--- config.mk ---
export PLATFORM = sky130hd
export DESIGN_NAME = dva_walker
export DESIGN_NICKNAME = d
export VERILOG_FILES = /design/src/rtl/dva_walk_pkg.sv /design/src/rtl/dva_entry_dec.sv /design/src/rtl/dva_addr_gen.sv /design/src/rtl/dva_walk_ctl.sv /design/src/rtl/dva_walker.sv
export SDC_FILE = /design/constraint.sdc
export NUM_CORES = 1
export LEC_CHECK = 0
export BUFFER_PORTS_ARGS = -buffer_cell sky130_fd_sc_hd__buf_2
export CORE_UTILIZATION = 47
export CTS_CLUSTER_SIZE = 16
export DETAILED_ROUTE_END_ITERATION = 7
export PLACE_DENSITY = 0.84
export SYNTH_ARGS = -nofsm -noshare
export SYNTH_HDL_FRONTEND = slang
export SYNTH_HIERARCHICAL = 1
export SYNTH_SLANG_ARGS = --single-unit
--- constraint.sdc ---
create_clock -name clk -period 2.33 [get_ports clk]
set_input_delay 0.233 -clock clk [delete_from_list [all_inputs] [get_ports clk]]
set_output_delay 0.233 -clock clk [all_outputs]
set_load 0.02 [all_outputs]
--- src/rtl/dva_walk_pkg.sv ---
package dva_walk_pkg;

  typedef enum logic [1:0] {
    WS_OK     = 2'd0,
    WS_PFAULT = 2'd1,
    WS_BUSERR = 2'd2
  } walk_status_e;

  typedef enum logic [2:0] {
    ST_IDLE,
    ST_DIR_REQ,
    ST_DIR_WAIT,
    ST_PG_REQ,
    ST_PG_WAIT,
    ST_DONE
  } walk_state_e;

  typedef struct packed {
    logic valid;
    logic rd;
    logic wr;
    logic sec;
  } ent_flags_t;

endpackage

--- src/rtl/dva_entry_dec.sv ---
// Splits one 32-bit descriptor into its physical frame, permission flags and
// attributes. The wide variant folds two low nibbles into the frame when the
// extended format is active.
module dva_entry_dec
  import dva_walk_pkg::*;
#(
  parameter int unsigned FRM_W = 28,
  parameter int unsigned PG_SH = 12,
  parameter int unsigned ENT_W = 32
) (
  input  logic [ENT_W-1:0] entry,
  input  logic             ext,
  output logic [FRM_W-1:0] frame,
  output ent_flags_t       flags,
  output logic [7:0]       attr
);
  localparam int unsigned LOW_W = ENT_W - PG_SH;

  logic [LOW_W-1:0] low_frame;
  assign low_frame   = entry[ENT_W-1:PG_SH];
  assign flags.valid = entry[0];
  assign flags.rd    = entry[1];
  assign flags.wr    = entry[2];

  generate
    if (FRM_W >= LOW_W + 8) begin : g_wide
      logic [7:0] hi_bits;
      assign hi_bits   = ext ? {entry[7:4], entry[11:8]} : 8'h00;
      assign frame     = FRM_W'({hi_bits, low_frame});
      assign flags.sec = ext & entry[3];
      assign attr      = ext ? {5'b0, entry[3:1]} : entry[8:1];
    end else begin : g_narrow
      logic unused_hi;
      assign unused_hi = ^{ext, entry[11:9]};
      assign frame     = FRM_W'(low_frame);
      assign flags.sec = 1'b0;
      assign attr      = entry[8:1];
    end
  endgenerate

endmodule

--- src/rtl/dva_addr_gen.sv ---
// Forms a descriptor byte address from a table frame and the index field
// of the virtual page number that belongs to the current level.
module dva_addr_gen #(
  parameter int unsigned FRM_W = 28,
  parameter int unsigned IDX_W = 10,
  parameter int unsigned PG_SH = 12
) (
  input  logic [FRM_W-1:0]   tbl_frame,
  input  logic [2*IDX_W-1:0] vpn,
  input  logic               second_lvl,
  output logic [FRM_W+PG_SH-1:0] addr
);
  localparam int unsigned ENT_SH = PG_SH - IDX_W;

  logic [IDX_W-1:0] idx;
  assign idx  = second_lvl ? vpn[IDX_W-1:0] : vpn[2*IDX_W-1:IDX_W];
  assign addr = {tbl_frame, idx, {ENT_SH{1'b0}}};

endmodule

--- src/rtl/dva_walk_ctl.sv ---
// Sequencer: accepts one request, runs the two descriptor reads and holds
// the outcome until the client takes it.
module dva_walk_ctl
  import dva_walk_pkg::*;
#(
  parameter int unsigned VA_W  = 32,
  parameter int unsigned FRM_W = 28,
  parameter int unsigned OFF_W = 12
) (
  input  logic             clk,
  input  logic             rst_n,
  input  logic             req_valid,
  output logic             req_ready,
  input  logic [VA_W-1:0]  req_va,
  input  logic             req_write,
  input  logic             req_ext,
  input  logic [FRM_W-1:0] dir_frame,
  input  logic             stall,
  output logic             busy,
  output logic             mem_req_valid,
  input  logic             mem_req_ready,
  output logic             second_lvl,
  output logic [FRM_W-1:0] tbl_frame,
  input  logic             mem_rsp_valid,
  input  logic             mem_rsp_err,
  input  logic [FRM_W-1:0] ent_frame,
  input  ent_flags_t       ent_flags,
  input  logic [7:0]       ent_attr,
  output logic             ext_q,
  output logic             res_valid,
  input  logic             res_ready,
  output logic [FRM_W+OFF_W-1:0] res_pa,
  output logic [1:0]       res_status,
  output logic [7:0]       res_attr,
  output logic             res_secure,
  output logic             flt_valid,
  output logic             flt_bus_err,
  output logic [VA_W-1:0]  flt_va,
  output logic             flt_write
);
  walk_state_e  state;
  walk_status_e st_q, fin_st;
  logic [VA_W-1:0]  va_q;
  logic             wr_q;
  logic [FRM_W-1:0] frm_q;
  logic [FRM_W+OFF_W-1:0] pa_q;
  logic [7:0]       attr_q;
  logic             sec_q;
  logic             flt_q;
  logic             at_page, rsp_take, perm_bad, finish, accept;

  assign at_page  = (state == ST_PG_WAIT);
  assign rsp_take = mem_rsp_valid && (state == ST_DIR_WAIT || at_page);
  assign perm_bad = wr_q ? !ent_flags.wr : !ent_flags.rd;
  assign accept   = req_valid && req_ready;

  always_comb begin
    if (mem_rsp_err)                  fin_st = WS_BUSERR;
    else if (!ent_flags.valid)        fin_st = WS_PFAULT;
    else if (at_page && perm_bad)     fin_st = WS_PFAULT;
    else                              fin_st = WS_OK;
  end

  assign finish = rsp_take && (at_page || fin_st != WS_OK);

  always_ff @(posedge clk) begin
    if (!rst_n) begin
      state  <= ST_IDLE;
      st_q   <= WS_OK;
      va_q   <= '0;
      wr_q   <= 1'b0;
      ext_q  <= 1'b0;
      frm_q  <= '0;
      pa_q   <= '0;
      attr_q <= '0;
      sec_q  <= 1'b0;
      flt_q  <= 1'b0;
    end else begin
      flt_q <= 1'b0;
      if (finish) begin
        state  <= ST_DONE;
        st_q   <= fin_st;
        flt_q  <= (fin_st != WS_OK);
        if (fin_st == WS_OK) begin
          pa_q   <= {ent_frame, va_q[OFF_W-1:0]};
          attr_q <= ent_attr;
          sec_q  <= ent_flags.sec;
        end else begin
          pa_q   <= '0;
          attr_q <= '0;
          sec_q  <= 1'b0;
        end
      end else begin
        unique case (state)
          ST_IDLE: if (accept) begin
            va_q  <= req_va;
            wr_q  <= req_write;
            ext_q <= req_ext;
            frm_q <= dir_frame;
            state <= ST_DIR_REQ;
          end
          ST_DIR_REQ: if (mem_req_ready) state <= ST_DIR_WAIT;
          ST_DIR_WAIT: if (rsp_take) begin
            frm_q <= ent_frame;
            state <= ST_PG_REQ;
          end
          ST_PG_REQ: if (mem_req_ready) state <= ST_PG_WAIT;
          ST_PG_WAIT: ;
          ST_DONE: if (res_ready) state <= ST_IDLE;
          default: state <= ST_IDLE;
        endcase
      end
    end
  end

  assign req_ready     = (state == ST_IDLE) && !stall;
  assign busy          = (state != ST_IDLE);
  assign mem_req_valid = (state == ST_DIR_REQ) || (state == ST_PG_REQ);
  assign second_lvl    = (state == ST_PG_REQ);
  assign tbl_frame     = frm_q;
  assign res_valid     = (state == ST_DONE);
  assign res_pa        = pa_q;
  assign res_status    = st_q;
  assign res_attr      = attr_q;
  assign res_secure    = sec_q;
  assign flt_valid     = flt_q;
  assign flt_bus_err   = (st_q == WS_BUSERR);
  assign flt_va        = va_q;
  assign flt_write     = wr_q;

endmodule

--- src/rtl/dva_walker.sv ---
module dva_walker #(
  parameter int unsigned PA_W  = 40,
  parameter int unsigned PG_SH = 12
) (
  input  logic                   clk,
  input  logic                   rst_n,
  input  logic                   ext_mode,
  input  logic [PA_W-PG_SH-1:0]  dir_frame,
  input  logic                   stall,
  output logic                   busy,
  input  logic                   req_valid,
  output logic                   req_ready,
  input  logic [2*(PG_SH-2)+PG_SH-1:0] req_va,
  input  logic                   req_write,
  output logic                   mem_req_valid,
  input  logic                   mem_req_ready,
  output logic [PA_W-1:0]        mem_req_addr,
  input  logic                   mem_rsp_valid,
  input  logic [31:0]            mem_rsp_data,
  input  logic                   mem_rsp_err,
  output logic                   res_valid,
  input  logic                   res_ready,
  output logic [PA_W-1:0]        res_pa,
  output logic [1:0]             res_status,
  output logic [7:0]             res_attr,
  output logic                   res_secure,
  output logic                   flt_valid,
  output logic                   flt_bus_err,
  output logic [2*(PG_SH-2)+PG_SH-1:0] flt_va,
  output logic                   flt_write
);
  import dva_walk_pkg::*;

  localparam int unsigned IDX_W = PG_SH - 2;
  localparam int unsigned VA_W  = 2 * IDX_W + PG_SH;
  localparam int unsigned FRM_W = PA_W - PG_SH;

  logic             ext_q, second_lvl;
  logic [FRM_W-1:0] tbl_frame, ent_frame;
  ent_flags_t       ent_flags;
  logic [7:0]       ent_attr;

  dva_entry_dec #(.FRM_W(FRM_W), .PG_SH(PG_SH), .ENT_W(32)) u_dec (
    .entry (mem_rsp_data),
    .ext   (ext_q),
    .frame (ent_frame),
    .flags (ent_flags),
    .attr  (ent_attr)
  );

  dva_addr_gen #(.FRM_W(FRM_W), .IDX_W(IDX_W), .PG_SH(PG_SH)) u_agen (
    .tbl_frame  (tbl_frame),
    .vpn        (flt_va[VA_W-1:PG_SH]),
    .second_lvl (second_lvl),
    .addr       (mem_req_addr)
  );

  dva_walk_ctl #(.VA_W(VA_W), .FRM_W(FRM_W), .OFF_W(PG_SH)) u_ctl (
    .clk           (clk),
    .rst_n         (rst_n),
    .req_valid     (req_valid),
    .req_ready     (req_ready),
    .req_va        (req_va),
    .req_write     (req_write),
    .req_ext       (ext_mode),
    .dir_frame     (dir_frame),
    .stall         (stall),
    .busy          (busy),
    .mem_req_valid (mem_req_valid),
    .mem_req_ready (mem_req_ready),
    .second_lvl    (second_lvl),
    .tbl_frame     (tbl_frame),
    .mem_rsp_valid (mem_rsp_valid),
    .mem_rsp_err   (mem_rsp_err),
    .ent_frame     (ent_frame),
    .ent_flags     (ent_flags),
    .ent_attr      (ent_attr),
    .ext_q         (ext_q),
    .res_valid     (res_valid),
    .res_ready     (res_ready),
    .res_pa        (res_pa),
    .res_status    (res_status),
    .res_attr      (res_attr),
    .res_secure    (res_secure),
    .flt_valid     (flt_valid),
    .flt_bus_err   (flt_bus_err),
    .flt_va        (flt_va),
    .flt_write     (flt_write)
  );

endmodule

### After elaboration in Yosys (flattened, before gate mapping)

Cells that the tools add are included.

| operators by class | value |
|---|---|
| bitwise gates (word level) | 4 |
| reduce and logical (&&, ||, !) cells | 22 |
| equal/unequal tests | 17 |
| mux-type cells | 20 |
| add/sub/neg operators | 0 |
| $mul | 0 |
| order comparisons | 0 |
| shift operators | 0 |
| div/mod/pow operators | 0 |

Operators by type and width:

| kind | count |
|---|---|
| $mux W28 | 2 |
| $pmux W28 S2 | 1 |
| $mux W40 | 1 |
| $mux W8 | 3 |
| $mux W3 | 6 |
| $pmux W3 S6 | 1 |
| $reduce_and A6 Y1 | 2 |
| $mux W10 | 1 |
| $ne A3 B1 Y1 const B | 3 |
| $eq A3 B2 Y1 const B | 2 |
| $eq A3 B3 Y1 const B | 2 |
| $ne A2 B1 Y1 const B | 3 |
| $ne A2 B2 Y1 const B | 3 |
| $ne A3 B2 Y1 const B | 2 |
| $logic_and A1 B1 Y1 | 5 |
| $mux W2 | 2 |
| $reduce_and A4 Y1 | 1 |
| $reduce_bool A2 Y1 | 2 |
| $eq A3 B1 Y1 const B | 1 |
| $logic_not A1 Y1 | 3 |
| $logic_not A3 Y1 | 1 |
| $logic_or A1 B1 Y1 | 3 |
| $mux W1 | 3 |
| $not A1 Y1 | 3 |
| 7 further kinds | 7 |

| storage, ports and cells | value |
|---|---|
| logic and storage cells | 74 |
| input port bits | 102 |
| ROM bits | 0 |
| RAM bits | 0 |
| latch bits | 0 |
| memories | 0 |
| flip-flop bits (word level) | 117 |
| output and inout bits | 130 |

### Depth between registers and ports, before layout

| depth | value |
|---|---|
| depth in word-level cells | 11 |
| mapped depth | 8 |
| gate-level depth less buffers | 4 |

### By module

The synthesis kept the hierarchy.

Modules (own cells, without submodules):

| module | sequential area each (um^2) | cells an instance | times used | area an instance (um^2) |
|---|---|---|---|---|
| dva_walk_ctl | 2,342.2 | 463 | 1 | 4,481.8 |
| dva_addr_gen | 0.0 | 42 | 1 | 390.4 |
| dva_entry_dec | 0.0 | 41 | 1 | 299.0 |

### Worst setup path after synthesis

Ideal clock, no wire load.

| timing | value |
|---|---|
| path type | register to register |
| start | register u_ctl.state[0] |
| end | register u_ctl.wr_q, in the netlist u_ctl/flt_write |
| required time | 2.198 ns |
| path buffers | 4 |
| clock period less this slack | 1.833 ns |
| arrival time | 1.701 ns |
| setup time | 0.132 ns |
| setup slack | 0.497 ns |
| cell stages (with the launch flop) | 9 |
| cells stage by stage | dfxtp_1 buf_6 or3_1 buf_2 or3b_1 buf_6 buf_8 nand2_1 a21oi_1 |

| between the ends | value |
|---|---|
| word-level cells in the longest chain between the ends | 10 |
| elaborated cells between the ends (all ways) | 16 |
| classes of those cells | eq/ne: 2; mux: 3; bitwise: 1; reduce/logical: 10 |

RTL lines:

| item | RTL line | text |
|---|---|---|
| start, declared | dva_walk_ctl.sv:41 | `walk_state_e state;` |
| start signal, assigned | dva_walk_ctl.sv:68 | `state <= ST_IDLE;` |
| start signal, assigned | dva_walk_ctl.sv:81 | `state <= ST_DONE;` |
| start signal, assigned | dva_walk_ctl.sv:100 | `state <= ST_DIR_REQ;` |
| $eq A3 B3 Y1 | dva_walk_ctl.sv:52 | `assign at_page = (state == ST_PG_WAIT);` |
| $logic_and A1 B1 Y1 | dva_walk_ctl.sv:60 | `else if (at_page && perm_bad) fin_st = WS_PFAULT;` |
| $mux W1 | dva_walk_ctl.sv:60 |  |
| $mux W2 | dva_walk_ctl.sv:59 | `else if (!ent_flags.valid) fin_st = WS_PFAULT;` |
| $mux W2 | dva_walk_ctl.sv:58 | `if (mem_rsp_err) fin_st = WS_BUSERR;` |
| $reduce_bool A2 Y1 | dva_walk_ctl.sv:64 | `assign finish = rsp_take && (at_page \|\| fin_st != WS_OK);` |
| $logic_or A1 B1 Y1 | dva_walk_ctl.sv:64 |  |
| $logic_and A1 B1 Y1 | dva_walk_ctl.sv:64 |  |
| $not A1 Y1 (no source line) | -- |  |
| $reduce_and A3 Y1 (no source line) (*) | -- |  |
| end signal, assigned | dva_walk_ctl.sv:97 | `wr_q <= req_write;` |
| end, declared | dva_walk_ctl.sv:44 | `logic wr_q;` |

Every way passes the cells marked *; elsewhere a longest branch is shown, timed or not.
A chain may end at the register's enable or synchronous reset.

### Worst setup path after layout

| timing | value |
|---|---|
| start | register u_ctl.state[0] |
| end | output mem_req_addr[8] |

| between the ends | value |
|---|---|
| word-level cells in the longest chain between the ends | 2 |

RTL lines:

| item | RTL line | text |
|---|---|---|
| $eq A3 B2 Y1 | dva_walk_ctl.sv:119 | `assign second_lvl = (state == ST_PG_REQ);` |
| via second_lvl | dva_walker.sv:38 | `logic ext_q, second_lvl;` |
| $mux W10 | dva_addr_gen.sv:16 | `assign idx = second_lvl ? vpn[IDX_W-1:0] : vpn[2*IDX_W-1:IDX_W];` |
| end, declared | dva_walker.sv:17 | `output logic [PA_W-1:0] mem_req_addr,` |

The timed path passes the listed nets, and every way through them passes these cells.

==> metrics <==
Avg Cell Area, Syn 9.471 um^2; CTS H-tree lvls 4; Final Instance Count excl. Fillers 915; clock skew 0.008470 ns; DRC 0; vias in the first global route 4748; PwrDens 777.1 mW/mm^2; largest area contributor in the netlist dfxtp_1; Warnings, synthesis 6; total power draw 5.504 mW; EDFF count, synth 0; status completed; register area 0.002345 mm^2; fin crit period 2.223 ns; top-count cell post-synth dfxtp_1; CTS tree yes; achievable frequency 449.8 MHz; GPL Wtd Cong 0.8253; Worst-Skew Late Latency 0.51 ns; Die Ht 106.9 um; Worst EP required 2.10 ns; Post-Route WL 15060 um; PortBufs 229; Boundary Pins 232; Max VDD drop 0.4053 mV; grt met3 use 0.06930; Crit. End Element output port; largest net degree at the start of global routing 57; starting density of the core 0.4921; DR iter-0 viols 369; Placed Instances 825; class of the most critical setup path reg2out; synth cell count leaders 117 x dfxtp_1, 101 x nand2_1, 56 x buf_4; fillers 762; busiest grt layer met2; global-route wire length before repair 22980 um; top post-synthesis cells by area dfxtp_1 45%, a22o_1 8.3%, buf_4 8.1%, nand2_1 7.3%, mux2i_1 5.6%; FP Rows 37; CTS Sinks 117; clk root buf clkbuf_8; max-cap violations 0; Lkg Pwr 3.402 nW; fin crit share 0.9541; area of the mapped netlist 0.005171 mm^2; GR Layer Usage met1 0.2930; Min-Delay Path Class in2reg; Die ar. 0.01143 mm^2; vias per std cell 5.207; hold_ws 0.02565 ns; DR vias 4764; total track usage 0.2594; Multi-input gate area 0.002182 mm^2; CP max FO 11; drt pass-1 iters 6; Max-slew headroom 0.5947; routed len/inst 16.45 um; WP data arrival 1.99 ns; Setup violations, final 0; Area growth syn-to-layout 36.97%; initial antenna violation count 1; layout cells sized above 1 0.3663; worst-margin pin slew 0.6016 ns; die width 106.9 um; register area share after synthesis 0.4529; Pins Over Slew Limit 0; ys async rst share 0; number of buffers created by CTS 17; Clk pin slew, worst setup/hold paths 0.06 ns; post-synth cell types 34; NumNets Final 868; register bit total from synthesis 117; Most used DFF post-synth dfxtp_1; total negative slack 0 ns; grt total ovfl 0; clock buffer depth 2; Final HPWL DP 9426 um; Syn Inst Count 546; total core area 0.01051 mm^2; post-synth top area share 0.4529; Post-DRT Antenna Nets 0; crit path launch type register; RSZ-0062 raised after global routing false; met2 track demand over resource 0.4590; Final Hold Violating Endpoints 0
[power by group]
part	internal [mW]	leakage [nW]	total [mW]	switching (mW)
Sequential	2.09	0.950	2.16	0.0691
Combinational	0.356	2.18	0.836	0.480
Clock	1.59	0.273	2.51	0.913
Total	4.04	3.40	5.50	1.46
[flip-flops by register name (all words and copies together) (netlist names)]
register,cells
u_ctl/ext_q,1
u_ctl/flt_va,32
u_ctl/flt_valid,1
u_ctl/flt_write,1
u_ctl/res_attr,8
u_ctl/res_pa,40
u_ctl/res_secure,1
u_ctl/res_status,2
u_ctl/state,3
u_ctl/tbl_frame,28
[cells in the final DEF, fill, tap and decap left out, types with 2 or more instances in the layout]
cell type      Yosys  layout
nor2b_1            5       5
dfxtp_1          117     115
clkbuf_1          20       2
dlygate4sd3_1      0      58
mux2i_1           29      29
bufinv_16          0       2
o21ai_0            2       2
or3b_1             2       2
conb_1             1       2
clkbuf_16          0      16
o211ai_1          28      28
dfxtp_2            0       2
clkinv_2           0       4
buf_4             56       9
clkbuf_8           0       4
clkinvlp_4         0       3
nand2b_1          31      31
and2_1            11      11
a21oi_1           41      40
a22o_1            49      49
and2b_1            5       5
a21o_1             2       2
a211oi_1           2       2
nand2_1          101     101
buf_2             11     229
mux2_4            10      10
[metrics by stage]
step,cell area (um^2),worst slack [ns],util
finish,7083,0.1070,0.6740
floorplan,5175,0.4966,-
global route,7083,0.02419,0.6740
CTS,7081,0.08252,0.6738
detailed placement,5933,0.4538,0.5646
global placement,5933,0.5279,0.5646
[repair_timing]
| action | in CTS | in global routing |
|---|---|---|
| hold buffers | 58 | 0 |
| endpoints found under the hold margin | 58 | 0 |
| setup buffers | 0 | 0 |
| resized for setup | 1 | 0 |
| endpoints found under the setup margin | 2 | 0 |
[cell families after synthesis]
| group | synth area share |
|---|---|
| AO/OA/AOI/OAI | 0.1771 |
| XOR/XNOR | 0.001694 |
| buffers and inverters | 0.1311 |
| flip-flops | 0.4529 |
| multiplexers | 0.08517 |
| other | 0.0007252 |
| AND/OR/NAND/NOR | 0.1512 |
[worst max-delay path, stage by stage (launching register included)]
cell and delay (ns):
dfxtp_2 0.40, nor2b_1 0.20, and2_1 0.15, buf_4 0.24, mux2_4 0.32, buf_2 0.16
[path summary, 6_finish.rpt]
check / from / endpoint / slack (ns) / cells after the start
worst min-delay path: dir_frame[25] / u_ctl/tbl_frame[25] / 0.03 / 3
worst min register to register: u_ctl/tbl_frame[25] / u_ctl/tbl_frame[25] / 0.45 / 2
worst max register to register: u_ctl/state[2] / u_ctl/res_pa[25] / 0.45 / 5
worst max-delay path: u_ctl/state[0] / mem_req_addr[8] / 0.11 / 5
[cell type report]
cell class,count,share of cell area
antenna,1,0.0003533
clock buffer,22,0.06536
clock inverter,9,0.01449
inverter,1,0.0005299
multi-input combinational,332,0.3081
sequential,117,0.3310
tap,136,0.02402
timing repair buffer,297,0.2561
[metal layers]
layer	wire length [um]	part of all wire
met3	1292	0.086
met1	6051	0.40
met5	0	0
met2	7479	0.50
met4	232	0.015
Note: power is estimated with default switching activity, not from simulation.
